**config.mk**
```make
export PLATFORM = sky130hd
export DESIGN_NAME = snoop_trig_msg
export DESIGN_NICKNAME = d
export VERILOG_FILES = /design/src/rtl/snoop_pkg.sv /design/src/rtl/snoop_wp_match.sv /design/src/rtl/snoop_msg_queue.sv /design/src/rtl/snoop_trig_msg.sv
export SDC_FILE = /design/constraint.sdc
export NUM_CORES = 1
export LEC_CHECK = 0
export BUFFER_PORTS_ARGS = -buffer_cell sky130_fd_sc_hd__buf_2
export CORE_MARGIN = 5
export CORE_UTILIZATION = 46
export CTS_CLUSTER_DIAMETER = 40
export DETAILED_ROUTE_END_ITERATION = 16
export PLACE_DENSITY = 0.75
export RECOVER_POWER = 100
export SLEW_MARGIN = 20
export SYNTH_ARGS = -nofsm -noshare
export SYNTH_HDL_FRONTEND = slang
export SYNTH_HIERARCHICAL = 1
export SYNTH_SLANG_ARGS = --single-unit
```
**constraint.sdc**
```tcl
create_clock -name clk -period 2.47 [get_ports clk]
set_input_delay 0.247 -clock clk [delete_from_list [all_inputs] [get_ports clk]]
set_output_delay 0.247 -clock clk [all_outputs]
set_load 0.02 [all_outputs]
```
**src/rtl/snoop_pkg.sv**
```systemverilog
package snoop_pkg;

    localparam int TC_W = 6;
    localparam logic [TC_W-1:0] TC_OWN = 6'd2;
    localparam logic [TC_W-1:0] TC_WP  = 6'd15;

    typedef enum logic [1:0] {
        WPM_OFF = 2'b00,
        WPM_RD  = 2'b01,
        WPM_WR  = 2'b10,
        WPM_ANY = 2'b11
    } wp_mode_e;

    typedef enum logic [1:0] {
        Q_EMPTY = 2'd0,
        Q_ONE   = 2'd1,
        Q_FULL  = 2'd2
    } q_state_e;

endpackage

```
**src/rtl/snoop_wp_match.sv**
```systemverilog
module snoop_wp_match
    import snoop_pkg::*;
#(
    parameter int AW = 32
) (
    input  logic          en,
    input  logic          bus_valid,
    input  logic          bus_write,
    input  logic [AW-1:0] bus_addr,
    input  logic [AW-1:0] cfg_addr,
    input  logic [1:0]    cfg_mode,
    output logic          hit
);

    logic dir_ok;

    always_comb begin
        unique case (wp_mode_e'(cfg_mode))
            WPM_OFF: dir_ok = 1'b0;
            WPM_RD:  dir_ok = ~bus_write;
            WPM_WR:  dir_ok = bus_write;
            WPM_ANY: dir_ok = 1'b1;
        endcase
    end

    assign hit = en && bus_valid && dir_ok && (bus_addr == cfg_addr);

endmodule

```
**src/rtl/snoop_msg_queue.sv**
```systemverilog
module snoop_msg_queue
    import snoop_pkg::*;
#(
    parameter int W = 48
) (
    input  logic         clk,
    input  logic         rst_n,
    input  logic         in_a_vld,
    input  logic [W-1:0] in_a,
    input  logic         in_b_vld,
    input  logic [W-1:0] in_b,
    input  logic         pop,
    output logic         head_vld,
    output logic [W-1:0] head,
    output logic         drop
);

    q_state_e     st, st_nx;
    logic [W-1:0] slot0, slot1, nx0, nx1, first;
    logic [1:0]   occ, space, n_push, acc, base, cnt_nx;
    logic         pop_eff;

    // state register
    always_ff @(posedge clk or negedge rst_n) begin
        if (!rst_n) st <= Q_EMPTY;
        else        st <= st_nx;
    end

    // occupancy, acceptance and next contents
    always_comb begin
        unique case (st)
            Q_EMPTY: occ = 2'd0;
            Q_ONE:   occ = 2'd1;
            Q_FULL:  occ = 2'd2;
            default: occ = 2'd0;
        endcase
        pop_eff = pop && (st != Q_EMPTY);
        n_push  = {1'b0, in_a_vld} + {1'b0, in_b_vld};
        space   = 2'd2 - occ;
        drop    = n_push > space;
        acc     = drop ? space : n_push;
        first   = in_a_vld ? in_a : in_b;
        base    = occ - {1'b0, pop_eff};
        nx0     = pop_eff ? slot1 : slot0;
        nx1     = slot1;
        if (acc != 2'd0) begin
            if (base == 2'd0) nx0 = first;
            else              nx1 = first;
        end
        if (acc == 2'd2) nx1 = in_b;
        cnt_nx = base + acc;
        unique case (cnt_nx)
            2'd0:    st_nx = Q_EMPTY;
            2'd1:    st_nx = Q_ONE;
            default: st_nx = Q_FULL;
        endcase
    end

    always_ff @(posedge clk or negedge rst_n) begin
        if (!rst_n) begin
            slot0 <= '0;
            slot1 <= '0;
        end else begin
            slot0 <= nx0;
            slot1 <= nx1;
        end
    end

    assign head_vld = (st != Q_EMPTY);
    assign head     = slot0;

endmodule

```
**src/rtl/snoop_trig_msg.sv**
```systemverilog
module snoop_trig_msg
    import snoop_pkg::*;
#(
    parameter int AW     = 32,
    parameter int DW     = 32,
    parameter int NUM_WP = 4,
    parameter int SRC_W  = 4
) (
    input  logic                     clk,
    input  logic                     rst_n,
    input  logic                     msg_en,
    input  logic [SRC_W-1:0]         src_id,
    input  logic [AW-1:0]            pid_addr,
    input  logic [NUM_WP*AW-1:0]     wp_addr,
    input  logic [NUM_WP*2-1:0]      wp_mode,
    input  logic                     bus_valid,
    input  logic                     bus_write,
    input  logic [AW-1:0]            bus_addr,
    input  logic [DW-1:0]            bus_wdata,
    output logic                     evt_out,
    output logic                     msg_valid,
    input  logic                     msg_ready,
    output logic [TC_W-1:0]          msg_tcode,
    output logic [SRC_W-1:0]         msg_src,
    output logic [$clog2(DW+1)-1:0]  msg_plen,
    output logic [DW-1:0]            msg_payload,
    output logic                     overrun
);

    localparam int PLEN_W = $clog2(DW + 1);
    localparam int MSG_W  = TC_W + SRC_W + PLEN_W + DW;
    localparam logic [PLEN_W-1:0] OWN_LEN = PLEN_W'(DW);
    localparam logic [PLEN_W-1:0] WP_LEN  = PLEN_W'(NUM_WP);

    logic [NUM_WP-1:0] wp_hit;
    logic              own_hit, any_wp, drop;
    logic [MSG_W-1:0]  own_msg, wp_msg, head;

    for (genvar i = 0; i < NUM_WP; i++) begin : g_wp
        snoop_wp_match #(.AW(AW)) u_wp (
            .en        (msg_en),
            .bus_valid (bus_valid),
            .bus_write (bus_write),
            .bus_addr  (bus_addr),
            .cfg_addr  (wp_addr[i*AW +: AW]),
            .cfg_mode  (wp_mode[2*i +: 2]),
            .hit       (wp_hit[i])
        );
    end

    assign own_hit = msg_en && bus_valid && bus_write && (bus_addr == pid_addr);
    assign any_wp  = |wp_hit;
    assign own_msg = {TC_OWN, src_id, OWN_LEN, bus_wdata};
    assign wp_msg  = {TC_WP, src_id, WP_LEN, DW'(wp_hit)};

    snoop_msg_queue #(.W(MSG_W)) u_queue (
        .clk      (clk),
        .rst_n    (rst_n),
        .in_a_vld (own_hit),
        .in_a     (own_msg),
        .in_b_vld (any_wp),
        .in_b     (wp_msg),
        .pop      (msg_ready),
        .head_vld (msg_valid),
        .head     (head),
        .drop     (drop)
    );

    always_ff @(posedge clk or negedge rst_n) begin
        if (!rst_n) begin
            evt_out <= 1'b0;
            overrun <= 1'b0;
        end else begin
            evt_out <= any_wp;
            overrun <= overrun | drop;
        end
    end

    assign {msg_tcode, msg_src, msg_plen, msg_payload} = head;

endmodule

```
# Word-level counts from Yosys, hierarchy flattened
# Cells that the tools add are included.
# op_classes
addsub,4
magnitude_cmp,1
n_eq_ne,22
muxes,14
n_bitwise,2
reduce_logical,23
# op_table
op,count
2-to-1 mux 48 bit,6
equality test 32 bit,5
2-to-1 mux 46 bit,1
equality test 2 bit (second input constant),10
one-hot mux 1 bit (4 select lines),4
equality test 2 x 1 -> 1 bit (second input constant),6
logical AND 1 bit,12
zero test 2 bit,6
one-hot mux 2 bit (2 select lines),2
nonzero test 2 bit,3
OR reduction 4 bit,1
adder 1 x 1 -> 2 bit,1
adder 2 bit,1
greater-than comparator 2 bit,1
2-to-1 mux 2 bit,1
!= test 2 bit (second input constant),1
AND reduction 2 bit,1
subtractor 2 x 1 -> 2 bit,1
subtractor 2 bit (first input constant),1
inverter 1 bit,1
OR 1 bit,1
# totals
reg_bits,100
in_bits,242
output_inout_bits,51

# Depth between registers and ports, before layout
# logic_depth
ltp_word,11
depth_mapped,17
ltp_nobuf,15

# By module
# The synthesis kept the hierarchy.
# by_module_without_submodules
module,instances,cells_each,area_each_um2
snoop_msg_queue,1,529,5945.7
snoop_wp_match,4,46,365.4
snoop_trig_msg,1,50,430.4

# Least setup slack after synthesis
# OpenSTA, ideal clock, no wires.
# synth_path
path_type,in2reg
from,in wp_addr[14]
to,reg u_queue.st[0]
arrival_ps,3239
required_time_ps,2347
setup_slack_ps,-892
stages,17
path_cell_list,xor2_1 > nor4_1 > nand4_1 > nor4_1 > or4_1 > ha_1 > inv_2 > ha_1 > nor2b_2 > o21a_1 > buf_4 > clkbuf_1 > nor2_1 > ha_1 > xor2_1 > xnor2_1 > nor2b_1
# synth_via
elab_chain_len,9
# synth_rtl
item,line,rtl
"start, declared",snoop_trig_msg.sv:14,"input logic [NUM_WP*AW-1:0] wp_addr,"
equality test 32 bit *,snoop_wp_match.sv:26,assign hit = en && bus_valid && dir_ok && (bus_addr == cfg_addr);
logical AND 1 bit *,snoop_wp_match.sv:26,
net wp_hit[0],snoop_trig_msg.sv:35,logic [NUM_WP-1:0] wp_hit;
OR reduction 4 bit *,snoop_trig_msg.sv:52,assign any_wp = |wp_hit;
net any_wp,snoop_trig_msg.sv:36,"logic own_hit, any_wp, drop;"
adder 1 x 1 -> 2 bit *,snoop_msg_queue.sv:38,"n_push = {1'b0, in_a_vld} + {1'b0, in_b_vld};"
greater-than comparator 2 bit,snoop_msg_queue.sv:40,drop = n_push > space;
2-to-1 mux 2 bit *,snoop_msg_queue.sv:41,acc = drop ? space : n_push;
adder 2 bit *,snoop_msg_queue.sv:51,cnt_nx = base + acc;
equality test 2 x 1 -> 1 bit or zero test 2 bit (tied branches),snoop_msg_queue.sv:52,unique case (cnt_nx)
one-hot mux 2 bit (2 select lines) *,snoop_msg_queue.sv:52,
net u_queue.st_nx[0],snoop_msg_queue.sv:18,"q_state_e st, st_nx;"
"end signal, assigned",snoop_msg_queue.sv:26,else st <= st_nx;
"end, declared",snoop_msg_queue.sv:18,
# Mark *: on every way through the listed nets, which the timed path passes. The rest lies on a longest branch.
# A chain may end at the register's enable or synchronous reset.

# Worst setup path in the final report
# layout_path
from,in bus_addr[11]
to,reg u_queue.slot1[35]
# layout_via
elab_chain_len,9
# layout_rtl
item,line,rtl
"start, declared",snoop_trig_msg.sv:18,"input logic [AW-1:0] bus_addr,"
equality test 32 bit *,snoop_wp_match.sv:26,
logical AND 1 bit *,snoop_wp_match.sv:26,
net wp_hit[0],snoop_trig_msg.sv:35,
OR reduction 4 bit *,snoop_trig_msg.sv:52,
net any_wp,snoop_trig_msg.sv:36,
adder 1 x 1 -> 2 bit *,snoop_msg_queue.sv:38,
greater-than comparator 2 bit,snoop_msg_queue.sv:40,
2-to-1 mux 2 bit *,snoop_msg_queue.sv:41,
equality test 2 bit or nonzero test 2 bit (tied branches),"snoop_msg_queue.sv:50, snoop_msg_queue.sv:46",
!= test 2 bit (no source line) or nonzero test 2 bit (tied branches),--,
AND reduction 2 bit (no source line),--,
"end signal, assigned",snoop_msg_queue.sv:65,slot1 <= nx1;
"end, declared",snoop_msg_queue.sv:19,"logic [W-1:0] slot0, slot1, nx0, nx1, first;"
# Marks and branches as above.

==> run_results.csv <==
group,metric,value,unit
status,outcome,"finished, violations left",
status,violations,"setup timing",
floorplanning,boundaryPins,293,
timing,max_slew_margin,0.327,
final_layout,final_area,11600,µm²
global_routing,track_usage,0.281,
hold_path,hold_path.class,"in2reg",
synth,synth_cell_types,36,
placed_design,dp_cells,1393,
detailed_routing,wirelength,28.7,mm
timing,slew_violations,0,
clock_network,cts.sinks,100,
synth,synth_edf_count,0,
synth,yosys_warnings,6,
detailed_routing,vias,7735,
final_layout,area_delta_synth_final,47.9,%
clock_network,cts.clk_slew.worst_paths,0.07,ns
global_routing,grt_antenna_before_repair,2,
final_layout,mostFrequentLayoutCell,"buf_2",
detailed_routing,wl_per_cell,20.0,µm
timing,final_hold_viol_count,0,
floorplanning,fp.dieW,141,µm
flow_run,maxCapViolations,0,
timing,fin_crit_sh,1.32,
synth,ys_ff_latch,100,
clock_network,htree_levels,3,
worst_setup_path,path_max_fanout,31,
synth,syn_area_per_cell,10.3,µm²
synth,ys_seq_area_frac,0.319,
final_layout,fill_cells,1304,
floorplanning,core_area,16600,µm²
global_routing,grt-ovfl-total,0,
detailed_routing,dr.pass1.iters,6,
placed_design,placed_area,10500,µm²
clock_network,clock_path_buffers,2,
power_and_ir_drop,power_leakage,5.32,nW
detailed_routing,viasPerCell,5.38,
synth,synthSimpleGateAreaFrac,0.153,
synth,post_synth_xor_area_fraction,0.182,
synth,synthArstFlopShare,1.00,
floorplanning,row_count,47,
clock_network,cts_tree,"done",
global_routing,grt_pass1_vias,8155,
synth,syn_area,7840,µm²
timing,rsz0062_at_grt,"yes",
final_layout,fin_util,0.697,
timing,fin_tns_setup,-63.69,ns
synth,syn_inst,763,
clock_network,clock_latency,0.34,ns
clock_network,cts_made_buffers,9,
worst_setup_path,crit_required,2.69,ns
placed_design,dpl.hpwl,20.2,mm
detailed_routing,drc,0,
final_layout,layout-drive-gt1-share,0.355,
worst_setup_path,startpoint_type,"primary input",
global_routing,grt_max_degree,65,
global_routing,grt_pass1_wl,44.3,mm
power_and_ir_drop,p_per_area,968,nW/µm²
worst_setup_path,end_kind,"register",
detailed_routing,antenna_left,0,
synth,synth_top_family_by_area,"multiplexers",
timing,fin_crit,3.25,ns
placed_design,io_buffer_count,292,
floorplanning,die_h,141,µm
timing,worst_pin_slew,1.01,ns
worst_setup_path,worstPathArrival,3.47,ns
synth,synth-compound-area-share,0.0987,
floorplanning,fp.dieArea,19700,µm²
timing,fin_skew,0.00596,ns
clock_network,root_buffer,"clkbuf_16",
power_and_ir_drop,max-vdd-ir-drop,0.647,mV
synth,dominantRegCellSynth,"dfrtp_1",
synth,synth_mux_area_frac,0.190,
floorplanning,start_util,0.471,
final_layout,fin_nets,1465,
timing,setup_ws,-0.783,ns
placed_design,place.gp.congestion,0.933,
synth,synth-adder-area-share,0.0144,
power_and_ir_drop,p_total,11.2,mW
final_layout,layout_common_cells,"234 x buf_2, 144 x mux2i_1, 120 x xor2_1",
final_layout,stdcell_count,1439,
detailed_routing,drt_iter0_markers,526,
timing,setup_viol,99,
timing,clock.fmax,307,MHz
worst_setup_path,critPathKind,"in2reg",
[state kept, by name (all words and copies together) (netlist names)]
| register | count |
|---|---|
| evt_out | 1 |
| overrun | 1 |
| u_queue/head | 48 |
| u_queue/slot1 | 48 |
| u_queue/st | 2 |
[layer usage]
metal | wire [µm] | vias to the layer above | track usage
li1 | - | 3614 | -
met3 | 1930 | 51 | 0.0498
met5 | 7 | - | 0
met2 | 14600 | 335 | 0.494
met4 | 707 | 2 | 0.0729
met1 | 11500 | 3733 | 0.356
[worst max-delay path, stage by stage]
cell,delay (ns)
buf_4,0.14
buf_4,0.14
xor2_2,0.13
nor4_1,0.28
buf_4,0.18
nand2_2,0.07
nor4_4,0.32
or4_4,0.20
ha_4,0.15
ha_4,0.21
o21ba_4,0.24
buf_12,0.13
nor3_4,0.24
buf_4,0.38
o21ai_0,0.21
o311a_1,0.17
[cell usage after synthesis (all sizes together) (5+ instances only)]
cell type / number / area (µm²)
nor4: 36 / 225
xor2: 133 / 1160
o311a: 48 / 480
nand3: 5 / 25.0
o21ai: 48 / 244
nand4b: 48 / 420
nand2: 5 / 18.8
mux2i: 149 / 1490
nor2b: 50 / 315
clkbuf: 31 / 116
nand4: 13 / 81.3
dfrtp: 100 / 2500
nor2: 7 / 26.3
buf: 27 / 178
xnor2: 30 / 263
ha: 9 / 113
inv: 7 / 26.3
[what timing repair did]
item / CTS / global route
hold endpoints to repair: 36 / 0
pin swaps: 16 / 51
setup buffers: 23 / 7
gates cloned: 5 / 5
hold buffers: 1 / 0
endpoints found under the setup margin: 99 / 99
gates resized for setup: 41 / 62
[through the flow]
step / setup WS [ns] / hold WS, ns
final: -0.783 / 0.227
after floorplan: -0.621 / -0.0486
after detailed placement: -1.50 / 0.243
after CTS: -0.698 / 0.210
after global routing: -0.832 / 0.246
after global placement: -1.39 / 0.245
[cell type report]
cell class	count	area, µm²	area share
Multi-Input combinational cell	688	5820	0.502
Timing Repair Buffer	408	2670	0.230
Sequential cell	100	2500	0.216
Tap cell	220	275	0.0237
Clock buffer	12	256	0.0221
Clock inverter	3	43.8	0.00378
Inverter	7	28.8	0.00248
Antenna cell	1	2.50	0.000216
[where the power goes]
group	switching (mW)	internal, mW
clock	0.615	0.838
combinational	3.73	3.06
sequential	0.503	2.49
total	4.84	6.38
[logic make-up (layout without fill, tap and decap cells)]
| logic type | count (synthesis) | count (layout) |
|---|---|---|
| buf+inv | 65 | 430 |
| compound gates | 101 | 101 |
| fa+ha+maj | 9 | 9 |
| mux | 149 | 149 |
| xor+xnor | 163 | 163 |
| flops | 100 | 100 |
| other cells | 2 | 93 |
| simple gates | 174 | 174 |
[worst paths after layout]
path	startpoint	end	slack [ns]	depth (start not counted)
worst max-delay path	bus_addr[11]	u_queue/slot1[35]	-0.78	16
worst min-delay path	bus_wdata[6]	u_queue/head[6]	0.23	3
worst max register to register	u_queue/st[0]	u_queue/slot1[35]	-0.20	10
worst min register to register	overrun	overrun	0.49	1
max in group asynchronous	rst_n	u_queue/st[1]	0.31	3
min in group asynchronous	rst_n	u_queue/head[39]	0.60	2
No activity file was read; power rests on OpenSTA's default activity.
